--- config.mk ---
export PLATFORM = sky130hd
export DESIGN_NAME = ahb_burst_splitter
export DESIGN_NICKNAME = d
export VERILOG_FILES = /design/src/rtl/ahbs_pkg.sv /design/src/rtl/ahbs_rst_sync.sv /design/src/rtl/ahbs_burst_pick.sv /design/src/rtl/ahbs_addr_unit.sv /design/src/rtl/ahb_burst_splitter.sv
export SDC_FILE = /design/constraint.sdc
export NUM_CORES = 1
export LEC_CHECK = 0
export CORE_ASPECT_RATIO = 0.6
export CORE_MARGIN = 8
export CORE_UTILIZATION = 50
export DETAILED_ROUTE_END_ITERATION = 10
export GPL_TIMING_DRIVEN = 0
export PLACE_DENSITY = 0.86
export REMOVE_ABC_BUFFERS = 1
export SLEW_MARGIN = 0
export SYNTH_ARGS = -nofsm -noshare
export SYNTH_HDL_FRONTEND = slang
export SYNTH_SLANG_ARGS = --single-unit
--- constraint.sdc ---
create_clock -name clk -period 4.7 [get_ports clk]
set_clock_uncertainty 0.1 [all_clocks]
set_input_delay 0.705 -clock clk [delete_from_list [all_inputs] [get_ports clk]]
set_output_delay 0.705 -clock clk [all_outputs]
set_load 0.05 [all_outputs]
--- src/rtl/ahbs_pkg.sv ---
package ahbs_pkg;

  localparam logic [1:0] HTRANS_IDLE   = 2'b00;
  localparam logic [1:0] HTRANS_NONSEQ = 2'b10;
  localparam logic [1:0] HTRANS_SEQ    = 2'b11;

  localparam logic [2:0] HBURST_SINGLE = 3'b000;
  localparam logic [2:0] HBURST_INCR4  = 3'b011;
  localparam logic [2:0] HBURST_WRAP8  = 3'b100;
  localparam logic [2:0] HBURST_INCR8  = 3'b101;

  localparam logic [1:0] SZ_BYTE = 2'b00;
  localparam logic [1:0] SZ_HALF = 2'b01;
  localparam logic [1:0] SZ_WORD = 2'b10;

  localparam logic [1:0] CLS_DATA   = 2'b00;
  localparam logic [1:0] CLS_WBACK  = 2'b01;
  localparam logic [1:0] CLS_IFETCH = 2'b10;
  localparam logic [1:0] CLS_LFILL  = 2'b11;

  localparam int LONG_BEATS  = 8;
  localparam int SHORT_BEATS = 4;
  localparam int BEAT_W      = $clog2(LONG_BEATS) + 1;

  typedef enum logic [1:0] {ST_IDLE, ST_RUN, ST_DRAIN} seq_state_e;

endpackage

--- src/rtl/ahbs_rst_sync.sv ---
module ahbs_rst_sync #(
  parameter int STAGES = 2
) (
  input  logic clk,
  input  logic rst_n,
  output logic rst_n_sync
);
  logic [STAGES-1:0] sync_q;

  always_ff @(posedge clk or negedge rst_n) begin
    if (!rst_n) sync_q <= '0;
    else        sync_q <= {sync_q[STAGES-2:0], 1'b1};
  end

  assign rst_n_sync = sync_q[STAGES-1];
endmodule

--- src/rtl/ahbs_burst_pick.sv ---
module ahbs_burst_pick
  import ahbs_pkg::*;
#(
  parameter int CNT_W = 8
) (
  input  logic [CNT_W-1:0]  cnt,
  input  logic [1:0]        cls,
  input  logic [1:0]        size,
  output logic [2:0]        burst,
  output logic [BEAT_W-1:0] beats
);
  always_comb begin
    if (cls == CLS_LFILL) begin
      burst = HBURST_WRAP8;
      beats = BEAT_W'(LONG_BEATS);
    end else if (size != SZ_WORD) begin
      burst = HBURST_SINGLE;
      beats = BEAT_W'(1);
    end else if (cnt >= CNT_W'(LONG_BEATS)) begin
      burst = HBURST_INCR8;
      beats = BEAT_W'(LONG_BEATS);
    end else if (cnt >= CNT_W'(SHORT_BEATS)) begin
      burst = HBURST_INCR4;
      beats = BEAT_W'(SHORT_BEATS);
    end else begin
      burst = HBURST_SINGLE;
      beats = BEAT_W'(1);
    end
  end
endmodule

--- src/rtl/ahbs_addr_unit.sv ---
module ahbs_addr_unit
  import ahbs_pkg::*;
#(
  parameter int ADDR_W = 32
) (
  input  logic [ADDR_W-1:0] raw_addr,
  input  logic [1:0]        raw_size,
  output logic [ADDR_W-1:0] aligned,
  input  logic [ADDR_W-1:0] cur_addr,
  input  logic [1:0]        cur_size,
  input  logic              wrap,
  output logic [ADDR_W-1:0] next_addr
);
  localparam int WRAP_LSB = $clog2(LONG_BEATS * 4);

  logic [ADDR_W-1:0] step;
  logic [ADDR_W-1:0] inc;

  always_comb begin
    aligned = raw_addr;
    case (raw_size)
      SZ_HALF: aligned[0]   = 1'b0;
      SZ_WORD: aligned[1:0] = 2'b00;
      default: aligned      = raw_addr;
    endcase
  end

  assign step = ADDR_W'(1) << cur_size;
  assign inc  = cur_addr + step;

  always_comb begin
    if (wrap) next_addr = {cur_addr[ADDR_W-1:WRAP_LSB], inc[WRAP_LSB-1:0]};
    else      next_addr = inc;
  end
endmodule

--- src/rtl/ahb_burst_splitter.sv ---
module ahb_burst_splitter
  import ahbs_pkg::*;
#(
  parameter int ADDR_W = 32,
  parameter int CNT_W  = 8
) (
  input  logic              clk,
  input  logic              rst_n,
  input  logic              req_valid,
  output logic              req_ready,
  input  logic [ADDR_W-1:0] req_addr,
  input  logic [CNT_W-1:0]  req_words,
  input  logic              req_write,
  input  logic [1:0]        req_size,
  input  logic [1:0]        req_class,
  output logic              req_done,
  output logic [ADDR_W-1:0] haddr,
  output logic [1:0]        htrans,
  output logic [2:0]        hburst,
  output logic [2:0]        hsize,
  output logic              hwrite,
  input  logic              hready
);
  localparam int WRAP_LSB = $clog2(LONG_BEATS * 4);

  logic rst_n_i;

  seq_state_e        state_q, state_d;
  logic [ADDR_W-1:0] addr_q, addr_d;
  logic [CNT_W-1:0]  remain_q, remain_d;
  logic [BEAT_W-1:0] beats_q, beats_d;
  logic [2:0]        burst_q, burst_d;
  logic [1:0]        size_q, size_d;
  logic [1:0]        cls_q, cls_d;
  logic              write_q, write_d;
  logic              first_q, first_d;
  logic              upd_en;

  logic [1:0]        eff_size;
  logic [CNT_W-1:0]  start_cnt;
  logic [CNT_W-1:0]  pick_cnt;
  logic [1:0]        pick_cls;
  logic [1:0]        pick_size;
  logic [2:0]        pick_burst;
  logic [BEAT_W-1:0] pick_beats;
  logic [ADDR_W-1:0] aligned_addr;
  logic [ADDR_W-1:0] next_addr;

  ahbs_rst_sync #(.STAGES(2)) rst_sync_i (
    .clk        (clk),
    .rst_n      (rst_n),
    .rst_n_sync (rst_n_i)
  );

  // Fetches, fills and the reserved size code become word accesses.
  always_comb begin
    if (req_class == CLS_IFETCH || req_class == CLS_LFILL || req_size == 2'b11)
      eff_size = SZ_WORD;
    else
      eff_size = req_size;
  end

  always_comb begin
    if (req_class == CLS_LFILL)  start_cnt = CNT_W'(LONG_BEATS);
    else if (req_words == '0)    start_cnt = CNT_W'(1);
    else                         start_cnt = req_words;
  end

  // Burst choice: from the new request when idle, from the remainder otherwise.
  always_comb begin
    if (state_q == ST_IDLE) begin
      pick_cnt  = start_cnt;
      pick_cls  = req_class;
      pick_size = eff_size;
    end else begin
      pick_cnt  = remain_q - CNT_W'(1);
      pick_cls  = cls_q;
      pick_size = size_q;
    end
  end

  ahbs_burst_pick #(.CNT_W(CNT_W)) pick_i (
    .cnt   (pick_cnt),
    .cls   (pick_cls),
    .size  (pick_size),
    .burst (pick_burst),
    .beats (pick_beats)
  );

  ahbs_addr_unit #(.ADDR_W(ADDR_W)) addr_i (
    .raw_addr  (req_addr),
    .raw_size  (eff_size),
    .aligned   (aligned_addr),
    .cur_addr  (addr_q),
    .cur_size  (size_q),
    .wrap      (burst_q == HBURST_WRAP8),
    .next_addr (next_addr)
  );

  // Next-state logic
  always_comb begin
    state_d  = state_q;
    addr_d   = addr_q;
    remain_d = remain_q;
    beats_d  = beats_q;
    burst_d  = burst_q;
    size_d   = size_q;
    cls_d    = cls_q;
    write_d  = write_q;
    first_d  = first_q;
    upd_en   = 1'b0;
    case (state_q)
      ST_IDLE: begin
        if (req_valid) begin
          upd_en   = 1'b1;
          state_d  = ST_RUN;
          addr_d   = aligned_addr;
          remain_d = start_cnt;
          beats_d  = pick_beats;
          burst_d  = pick_burst;
          size_d   = eff_size;
          cls_d    = req_class;
          write_d  = req_write;
          first_d  = 1'b1;
        end
      end
      ST_RUN: begin
        if (hready) begin
          upd_en = 1'b1;
          if (remain_q == CNT_W'(1)) begin
            state_d = ST_DRAIN;
          end else begin
            addr_d   = next_addr;
            remain_d = remain_q - CNT_W'(1);
            if (beats_q == BEAT_W'(1)) begin
              beats_d = pick_beats;
              burst_d = pick_burst;
              first_d = 1'b1;
            end else begin
              beats_d = beats_q - BEAT_W'(1);
              first_d = 1'b0;
            end
          end
        end
      end
      ST_DRAIN: begin
        if (hready) begin
          upd_en  = 1'b1;
          state_d = ST_IDLE;
        end
      end
      default: begin
        upd_en  = 1'b1;
        state_d = ST_IDLE;
      end
    endcase
  end

  // Registers
  always_ff @(posedge clk or negedge rst_n_i) begin
    if (!rst_n_i) begin
      state_q  <= ST_IDLE;
      addr_q   <= '0;
      remain_q <= '0;
      beats_q  <= '0;
      burst_q  <= HBURST_SINGLE;
      size_q   <= SZ_WORD;
      cls_q    <= CLS_DATA;
      write_q  <= 1'b0;
      first_q  <= 1'b0;
    end else if (upd_en) begin
      state_q  <= state_d;
      addr_q   <= addr_d;
      remain_q <= remain_d;
      beats_q  <= beats_d;
      burst_q  <= burst_d;
      size_q   <= size_d;
      cls_q    <= cls_d;
      write_q  <= write_d;
      first_q  <= first_d;
    end
  end

  assign req_ready = (state_q == ST_IDLE);
  assign req_done  = (state_q == ST_DRAIN) && hready;
  assign haddr     = addr_q;
  assign hburst    = burst_q;
  assign hsize     = {1'b0, size_q};
  assign hwrite    = write_q;
  assign htrans    = (state_q != ST_RUN) ? HTRANS_IDLE :
                     (first_q ? HTRANS_NONSEQ : HTRANS_SEQ);

  // Stalled beat keeps address and control
  assert_stall_hold_R4: assert property (@(posedge clk) disable iff (!rst_n_i)
    (htrans != HTRANS_IDLE && !hready) |=>
      (haddr == $past(haddr) && htrans == $past(htrans) && hburst == $past(hburst) &&
       hsize == $past(hsize) && hwrite == $past(hwrite)));

  // Presented addresses are aligned to the access size
  assert_addr_aligned_R6: assert property (@(posedge clk) disable iff (!rst_n_i)
    (htrans != HTRANS_IDLE) |->
      ((hsize != 3'b001 || !haddr[0]) && (hsize != 3'b010 || haddr[1:0] == 2'b00)));

  // Sub-word beats are never part of a burst
  assert_subword_single_R7: assert property (@(posedge clk) disable iff (!rst_n_i)
    (htrans != HTRANS_IDLE && hsize[1] == 1'b0) |-> (hburst == HBURST_SINGLE && htrans == HTRANS_NONSEQ));

  // Wrapping beats stay inside their aligned block
  assert_wrap_in_block_R5: assert property (@(posedge clk) disable iff (!rst_n_i)
    (htrans == HTRANS_SEQ && hburst == HBURST_WRAP8) |->
      (haddr[ADDR_W-1:WRAP_LSB] == $past(haddr[ADDR_W-1:WRAP_LSB])));

  // A SEQ beat always continues an active transfer
  assert_seq_continues_R3: assert property (@(posedge clk) disable iff (!rst_n_i)
    (htrans == HTRANS_SEQ) |-> ($past(htrans) != HTRANS_IDLE));

  // Completion is a single-cycle pulse followed by readiness
  assert_done_pulse_R9: assert property (@(posedge clk) disable iff (!rst_n_i)
    req_done |=> (!req_done && req_ready));

endmodule

[Word level (Yosys, flattened, before mapping)]
Cells that the tools add are included.
Storage, ports and cells
  bits in registers: 57
  output and inout port bits: 43
  word-level logic and storage cells: 100
Cells by class
  add/subtract/negate cells: 3
  order comparisons: 2
  equal/unequal tests: 20
  shift-type cells: 1
  mux-type cells: 50
  reductions and logical operators: 13
Operators by type and width (count)
  two-way mux 32 bit: 4
  one-hot mux 32 bit (2 select lines): 1
  two-way mux 8 bit: 6
  adder 32 bit: 1
  left shift 1 x 2 -> 32 bit (first input constant): 1
  two-way mux 4 bit: 7
  two-way mux 3 bit: 8
  two-way mux 2 bit: 9
  != test 2 bit (second input constant): 8
  one-hot mux 8 bit (2 select lines): 1
  equality test 2 bit (second input constant): 6
  AND reduction 6 bit: 2
  AND reduction 5 bit: 2
  two-way mux 1 bit: 9
  equality test 8 x 1 -> 1 bit (second input constant): 1
  >= comparator 8 x 3 -> 1 bit (second input constant): 1
  >= comparator 8 x 4 -> 1 bit (second input constant): 1
  zero test 8 bit: 1
  one-hot mux 4 bit (2 select lines): 1
  subtractor 8 x 1 -> 8 bit (second input constant): 1
  one-hot mux 2 bit (3 select lines): 1
  one-hot mux 3 bit (2 select lines): 1
  equality test 2 x 1 -> 1 bit (second input constant): 2
  equality test 4 x 1 -> 1 bit (second input constant): 1
  10 further kinds: 13

[Depth between registers and ports, before layout]
Gate-level depths: netlist of run 1.
  depth after elaboration: 13
  gate-level depth with buffers: 11
  depth with buffers taken out: 10

[By module]
From an unflattened synthesis of run 1, not the netlist that was laid out.
Unflattened totals
  cell total of the unflattened synthesis: 472
  area total of the unflattened synthesis: 4334.2 µm²
By module, submodules not included
  ahb_burst_splitter: times used 1, cells each 323, area each 3194.3 µm², seq. area each 1377.6 µm²
  ahbs_addr_unit: times used 1, cells each 129, area each 957.2 µm², seq. area each 0.0 µm²
  ahbs_burst_pick: times used 1, cells each 17, area each 128.9 µm², seq. area each 0.0 µm²
  ahbs_rst_sync: times used 1, cells each 3, area each 53.8 µm², seq. area each 50.0 µm²

[Worst setup path before layout of run 1]
Ideal clock, no wire load.
  kind: flip-flop to output port
  from: register state_q[1]
  to: output port htrans[0]
  data arrival time: 2.213 ns
  setup slack: 1.682 ns
  cell stages (with the launch flop): 7
  buffers on the path: 2
  path through: dfrtp_1 -> inv_1 -> ha_1 -> inv_1 -> clkbuf_1 -> buf_1 -> nor2_1
On the way
  word-level cells in the longest chain between the ends: 2
Ends and longest elaborated chain
  from (decl): line ahb_burst_splitter.sv:28  | seq_state_e state_q, state_d;
  from (signal assigned): line ahb_burst_splitter.sv:172  | state_q <= state_d;
  != test 2 x 1 -> 1 bit: line ahb_burst_splitter.sv:190  | assign htrans = (state_q != ST_RUN) ? HTRANS_IDLE :
  two-way mux 2 bit: line ahb_burst_splitter.sv:190
  to (decl): line ahb_burst_splitter.sv:18  | output logic [1:0] htrans,
Every way passes these cells.

[Final worst setup path of run 1]
Ends and elaborated chain as after synthesis.

==> impl_metrics.csv, run 1 <==
group,metric,value,unit
logic_synthesis,synthMostInstantiatedCell,"dfrtp_1",
setup_path,endpoint_of_the_worst_register_to_register_path,"beats_q[3]$_DFFE_PN0P_",
floorplan,fp.dieW,129,um
sta,relative_max_transition_margin,21.8,%
setup_path,setup.worst_path.end_class,"primary output",
logic_synthesis,synth_async_sr_flop_share,100,%
floorplan,die_y,83.7,um
power,p_int,1.86,mW
logic_synthesis,synth_top_cells_by_count,"dfrtp_1 (56), a21oi_1 (42), nand2_1 (42)",
setup_path,worst-setup-path-type,"reg -> out",
drt,ant_nets,0,
floorplan,total_die_area,10800,um^2
logic_synthesis,synth_cell_types,63,
cells_and_area,multiInputGateArea,2210,um^2
sta,max_clock_freq,0.271,GHz
cells_and_area,layout.filler_cells,587,
power,power.net_switching,1.84,mW
cells_and_area,final_antenna_diode_count,0,
setup_path,reg2regPathDepth,8,
clock_network,cts_tree,"built",
drt,drt_wl_total,11.7,mm
logic_synthesis,ys_warn_count,0,
logic_synthesis,synth.ff_latch_count,57,
clock_network,post-cts-setup-buffer-count,0,
sta,finalMaxSlewViolations,0,
logic_synthesis,synth_cells,441,
drt,route.detailed.drc,0,
cells_and_area,syn_to_final_growth,31.8,%
sta,fin_tns_setup,0,ns
sta,tightest_slew,1.17,ns
clock_network,post_cts_resized,0,
floorplan,io_pins,92,
clock_network,tritoncts.num_buffers,9,
floorplan,num_rows,24,
clock_network,cts.htree.levels,3,
power,fraction_of_power_consumed_by_the_clock_network,16.1,%
clock_network,clock_path_buffers,2,
global_route,vias_in_the_first_global_route,3754,
logic_synthesis,synth_seq_area_share,37.3,%
power,seq_power_share,27.1,%
drt,routedWlPerCell,18.7,um
global_route,global_route_wire_length_before_repair,19.1,mm
sta,min_period,3.69,ns
cells_and_area,nets,580,
setup_path,setup.reg_to_reg.worst_slack,1.28,ns
drt,vias_per_cell,6.21,
global_route,grt_usage,21.9,%
floorplan,core_region_area,7330,um^2
setup_path,critical_path_peak_fanout,37,
drt,drt_iter0_drc,446,
sta,report.final.hold_viol_count,0,
sta,layout_worst_path_cycle_share,78.6,%
setup_path,worst-endpoint-required,3.89,ns
outcome,status,"complete, no violations",
power,power_frac_comb,56.8,%
logic_synthesis,synth_flop_cell,"dfrtp_1",
setup_path,timing.critical_path.arrival,2.89,ns
cells_and_area,layout.core_utilization,68.8,%
clock_network,cts_root_buf,"clkbuf_16",
placement,hpwlAfterDp,8.60,mm
floorplan,initial_utilization,52.2,%
logic_synthesis,synth_top_area_cell,"dfrtp_1",
worst_hold_path,holdCritPathClass,"reg -> async",
setup_path,r2r_start,"state_q[0]$_DFFE_PN0P_",
placement,io_buffers,90,
logic_synthesis,mapped_avg_cell_area,8.67,um^2
placement,gp_routability_congestion,0.879,
cells_and_area,final-seq-area,1430,um^2
global_route,grt_overflow,0,
cells_and_area,fin_area,5040,um^2
global_route,grt_antenna_before_repair,0,
power,power.static_leakage,2.05,nW
global_route,maximum_number_of_pins_on_one_net_before_global_route_repair,55,
clock_network,clkSinkCount,57,
placement,detailed_place.area,4770,um^2
clock_network,clkSlewWorstSetupHoldPaths,0.05,ns
power,power.share.switching,49.7,%
power,peakVddDrop,0.000443,V
drt,drt_pre_antenna_iters,5,
cells_and_area,layout_cells_sized_above_1,7.10,%
sta,finalSetupViolations,0,
logic_synthesis,post_synth_main_area_contributors,"dfrtp_1 (37%), a21oi_1 (5.5%), ha_1 (4.3%), nand2_1 (4.1%), o22ai_1 (3.8%)",
logic_synthesis,number_of_enable_type_register_cells_in_the_synthesized_netlist,0,
sta,rsz_0062_raised_after_global_routing,"false",
clock_network,holdBufCountCts,0,
power,pwr_density_cell,733,nW/um^2
clock_network,insertion_delay,0.33,ns
flow_run,drv.max_cap_violation_count,0,
setup_path,setup.worst_path.start_class,"flop",
logic_synthesis,mappedNetlistArea,3820,um^2
drt,routed-via-count,3882,
logic_synthesis,synthDominantCellAreaShare,36.6,%
==> critical path: stages, from the launching register on <==
cell and delay, ns:
dfrtp_1 0.42, inv_1 0.10, ha_2 0.41, buf_12 0.25
inv_1 0.34, nor2_1 0.21, clkdlybuf4s50_1 0.83
==> how the worst max path moves through the flow <==
stage,cells after the start,startpoint,to
finish,6,state_q[1]$_DFFE_PN0P_,htrans[0]
global route,6,state_q[1]$_DFFE_PN0P_,htrans[0]
CTS,6,state_q[1]$_DFFE_PN0P_,htrans[0]
detailed placement,6,state_q[1]$_DFFE_PN0P_,haddr[7]$_DFFE_PN0P_
global placement,5,state_q[1]$_DFFE_PN0P_,remain_q[4]$_DFFE_PN0P_
floorplan,7,state_q[1]$_DFFE_PN0P_,beats_q[0]$_DFFE_PN0P_
==> area by class of cell <==
class / count / area share (%)
Clock buffer: 15 / 5.31
Multi-Input combinational cell: 341 / 43.8
Sequential cell: 57 / 28.4
Timing Repair Buffer: 93 / 18.8
Tap cell: 104 / 2.58
Inverter: 15 / 1.12
==> state kept, by name (all words and copies together), names as in the netlist <==
register and count:
beats_q 4, cls_q 2, first_q 1, haddr 32
hburst 3, hwrite 1, remain_q 8, rst_sync_i.sync_q 2
size_q 2, state_q 2
==> kinds of logic (layout without fill, tap and decap cells) <==
family	count (synthesis)	in the layout	synth area share [%]
muxes	13	13	3.57
buffers and inverters	43	123	5.04
xor gates and xnor gates	2	2	0.458
DFF	57	57	37.3
AOI/OAI and AO/OA	156	156	26.5
adders and majority gates	14	14	4.78
other	2	2	0.196
and+or+nand+nor	154	154	22.2
==> per-layer routing <==
layer | vias up | global-route usage (%) | routed length, um
met3 | 14 | 6.70 | 1100
met1 | 1859 | 29.8 | 5230
li1 | 1818 | - | -
met2 | 191 | 32.6 | 5240
met5 | - | 0 | 0
met4 | 0 | 5.83 | 123
==> stage by stage <==
step | std cells | total power [mW] | setup WS, ns | hold WS (ns)
CTS | 625 | 3.69 | 1.00 | 0.127
finish | 625 | 3.69 | 1.01 | 0.116
global route | 625 | 3.92 | 0.891 | 0.147
floorplan | 413 | 2.38 | 0.642 | 0.231
detailed placement | 610 | 3.08 | 1.30 | 0.121
global placement | 607 | 2.97 | -0.569 | 0.235
==> power groups by stage <==
stage	Combinational (mW)	Clock (mW)	Sequential, mW
2_1_floorplan	1.00	0	1.38
6_report	2.10	0.594	1.00
4_1_cts	2.10	0.604	0.990
3_5_place_dp	2.08	0	0.995
3_3_place_gp	1.98	0	0.985
5_1_grt	2.25	0.625	1.04
==> cells in the final DEF (no fill, tap or decap), drive strengths merged, types with 3 or more instances in the layout <==
| cell type | n |
|---|---|
| a21o | 5 |
| a21oi | 42 |
| a31oi | 7 |
| and2 | 8 |
| and3 | 5 |
| and4 | 14 |
| buf | 3 |
| clkbuf | 15 |
| clkdlybuf4s50 | 90 |
| dfrtp | 56 |
| ha | 13 |
| inv | 15 |
| mux2 | 5 |
| mux2i | 8 |
| nand2 | 43 |
| nand2b | 3 |
| nand3 | 17 |
| nand4 | 11 |
| nor2 | 19 |
| nor2b | 5 |
| nor3 | 13 |
| nor4 | 6 |
| o2111a | 3 |
| o21a | 9 |
| o21ai | 38 |
| o221a | 6 |
| o22a | 3 |
| o22ai | 23 |
| o31ai | 4 |
| or3 | 3 |
(Power assumes the default switching activity.)
==> run 2, diff against run 1 <==
CORE_UTILIZATION = 46   (was 50)
PLACE_DENSITY = 0.84   (was 0.86)
clock period = 3.1 ns   (was 4.7 ns; I/O delays follow)
==> impl_metrics.csv, run 2 (synthesis gave the netlist of run 1 again) <==
group,metric,value,unit
outcome,status,"complete, no violations",
sta,report.final.hold_viol_count,0,
power,peakVddDrop,0.000502,V
drt,drt_iter0_drc,327,
sta,layout_worst_path_cycle_share,93.8,%
global_route,vias_in_the_first_global_route,3788,
placement,detailed_place.area,4780,um^2
setup_path,worst-setup-path-type,"reg -> out",
clock_network,tritoncts.num_buffers,9,
placement,hpwlAfterDp,8.36,mm
clock_network,post-cts-setup-buffer-count,0,
cells_and_area,syn_to_final_growth,34.1,%
clock_network,clkSinkCount,57,
placement,io_buffers,90,
setup_path,worst-endpoint-required,2.53,ns
setup_path,setup.worst_path.end_class,"primary output",
sta,relative_max_transition_margin,53.5,%
sta,min_period,2.91,ns
setup_path,worst_setup_path_startpoint,"state_q[1]$_DFFE_PN0P_",
cells_and_area,final_antenna_diode_count,0,
global_route,global_route_wire_length_before_repair,19.3,mm
sta,finalSetupViolations,0,
sta,tightest_slew,0.697,ns
drt,drt_pre_antenna_iters,5,
worst_hold_path,holdCritPathClass,"reg -> async",
cells_and_area,layout_cells_sized_above_1,9.18,%
drt,ant_nets,0,
drt,routed-via-count,3871,
cells_and_area,final_cell_count_no_fill,631,
cells_and_area,nets,581,
cells_and_area,fin_area,5130,um^2
floorplan,total_die_area,11600,um^2
clock_network,insertion_delay,0.34,ns
floorplan,num_rows,25,
cells_and_area,layout.cells.most_common_list,"clkdlybuf4s50_1 (89), dfrtp_1 (55), nand2_1 (42), a21oi_1 (42), o21ai_0 (27)",
global_route,grt_antenna_before_repair,0,
cells_and_area,layout.filler_cells,687,
setup_path,r2r_start,"state_q[0]$_DFFE_PN0P_",
floorplan,die_y,86.6,um
setup_path,critical_path_peak_fanout,29,
setup_path,setup.reg_to_reg.worst_slack,0.20,ns
setup_path,reg2regPathDepth,8,
global_route,grt_usage,20.6,%
placement,placed_cells_incl_taps,614,
setup_path,setup.worst_path.start_class,"flop",
power,post-layout-total-power,5.76,mW
setup_path,timing.critical_path.arrival,2.34,ns
placement,gp_routability_congestion,0.865,
clock_network,clkSlewWorstSetupHoldPaths,0.05,ns
power,power.static_leakage,2.07,nW
global_route,maximum_number_of_pins_on_one_net_before_global_route_repair,55,
global_route,grt_overflow,0,
flow_run,drv.max_cap_violation_count,0,
drt,route.detailed.drc,0,
clock_network,cts.htree.levels,3,
sta,max_clock_freq,0.344,GHz
drt,routedWlPerCell,18.4,um
clock_network,cts_root_buf,"clkbuf_16",
sta,post_layout_worst_setup_margin,0.192,ns
floorplan,io_pins,92,
power,pwr_density_cell,1120,nW/um^2
cells_and_area,mostFrequentLayoutCell,"clkdlybuf4s50_1",
drt,drt_wl_total,11.6,mm
cells_and_area,layout.core_utilization,64.3,%
clock_network,clock_path_buffers,2,
drt,vias_per_cell,6.13,
floorplan,core_region_area,7980,um^2
sta,finalMaxSlewViolations,0,
floorplan,initial_utilization,47.9,%
cells_and_area,largest_register_ff_count,32,
placement,dp_worst_setup_slack,-0.427,ns
floorplan,fp.dieW,134,um
setup_path,endpoint_of_the_worst_register_to_register_path,"beats_q[3]$_DFFE_PN0P_",
clock_network,cts_tree,"built",
## run 2: worst max path at each step
stage	to	depth (start not counted)
finish	htrans[1]	4
CTS	htrans[0]	6
floorplan	beats_q[0]$_DFFE_PN0P_	7
detailed placement	haddr[13]$_DFFE_PN0P_	6
global route	beats_q[3]$_DFFE_PN0P_	8
global placement	remain_q[6]$_DFFE_PN0P_	5
## run 2: where the power goes
| group | internal (mW) | leakage, nW | switching, mW |
|---|---|---|---|
| sequential | 1.06 | 0.712 | 0.461 |
| combinational | 1.21 | 1.21 | 2.04 |
| clock | 0.639 | 0.146 | 0.347 |
## run 2: area by class of cell
class / count / area [um^2] / share of cell area (%)
clock buffer: 12 / 246 / 4.81
timing repair inverter: 1 / 5.00 / 0.0976
inverter: 15 / 60.1 / 1.17
sequential: 57 / 1430 / 27.9
tap: 108 / 135 / 2.64
timing repair buffer: 93 / 951 / 18.5
multi-input combinational: 341 / 2260 / 44.0
clock inverter: 4 / 45.0 / 0.878
## run 2: stage by stage
step	hold slack (ns)	TNS, ns
2_1_floorplan	0.0694	-30.57
3_3_place_gp	0.236	-78.72
3_5_place_dp	0.114	-9.72
4_1_cts	0.115	-0.0304
5_1_grt	0.137	-0.0141
6_report	0.0987	0
## run 2: critical path, cell delays in order, from the launching register on
cell and delay, ns:
dfrtp_1 0.41, inv_1 0.16, ha_4 0.36, buf_16 0.23
clkdlybuf4s50_1 0.83
## run 2: what timing repair did
item                                    4_1_cts  5_1_grt
endpoints found under the setup margin       33       28
gates resized for setup                       6        7
hold buffers                                  0        0
gates cloned                                  0        1
## run 2: routing by layer
metal	part of all wire, %	routed length (um)	GRT usage (%)	up-vias
met5	0	0	0	-
li1	-	-	-	1829
met3	8.6	1000	7.10	10
met1	48	5540	27.5	1887
met2	43	4950	30.2	145
met4	1.0	121	7.60	0
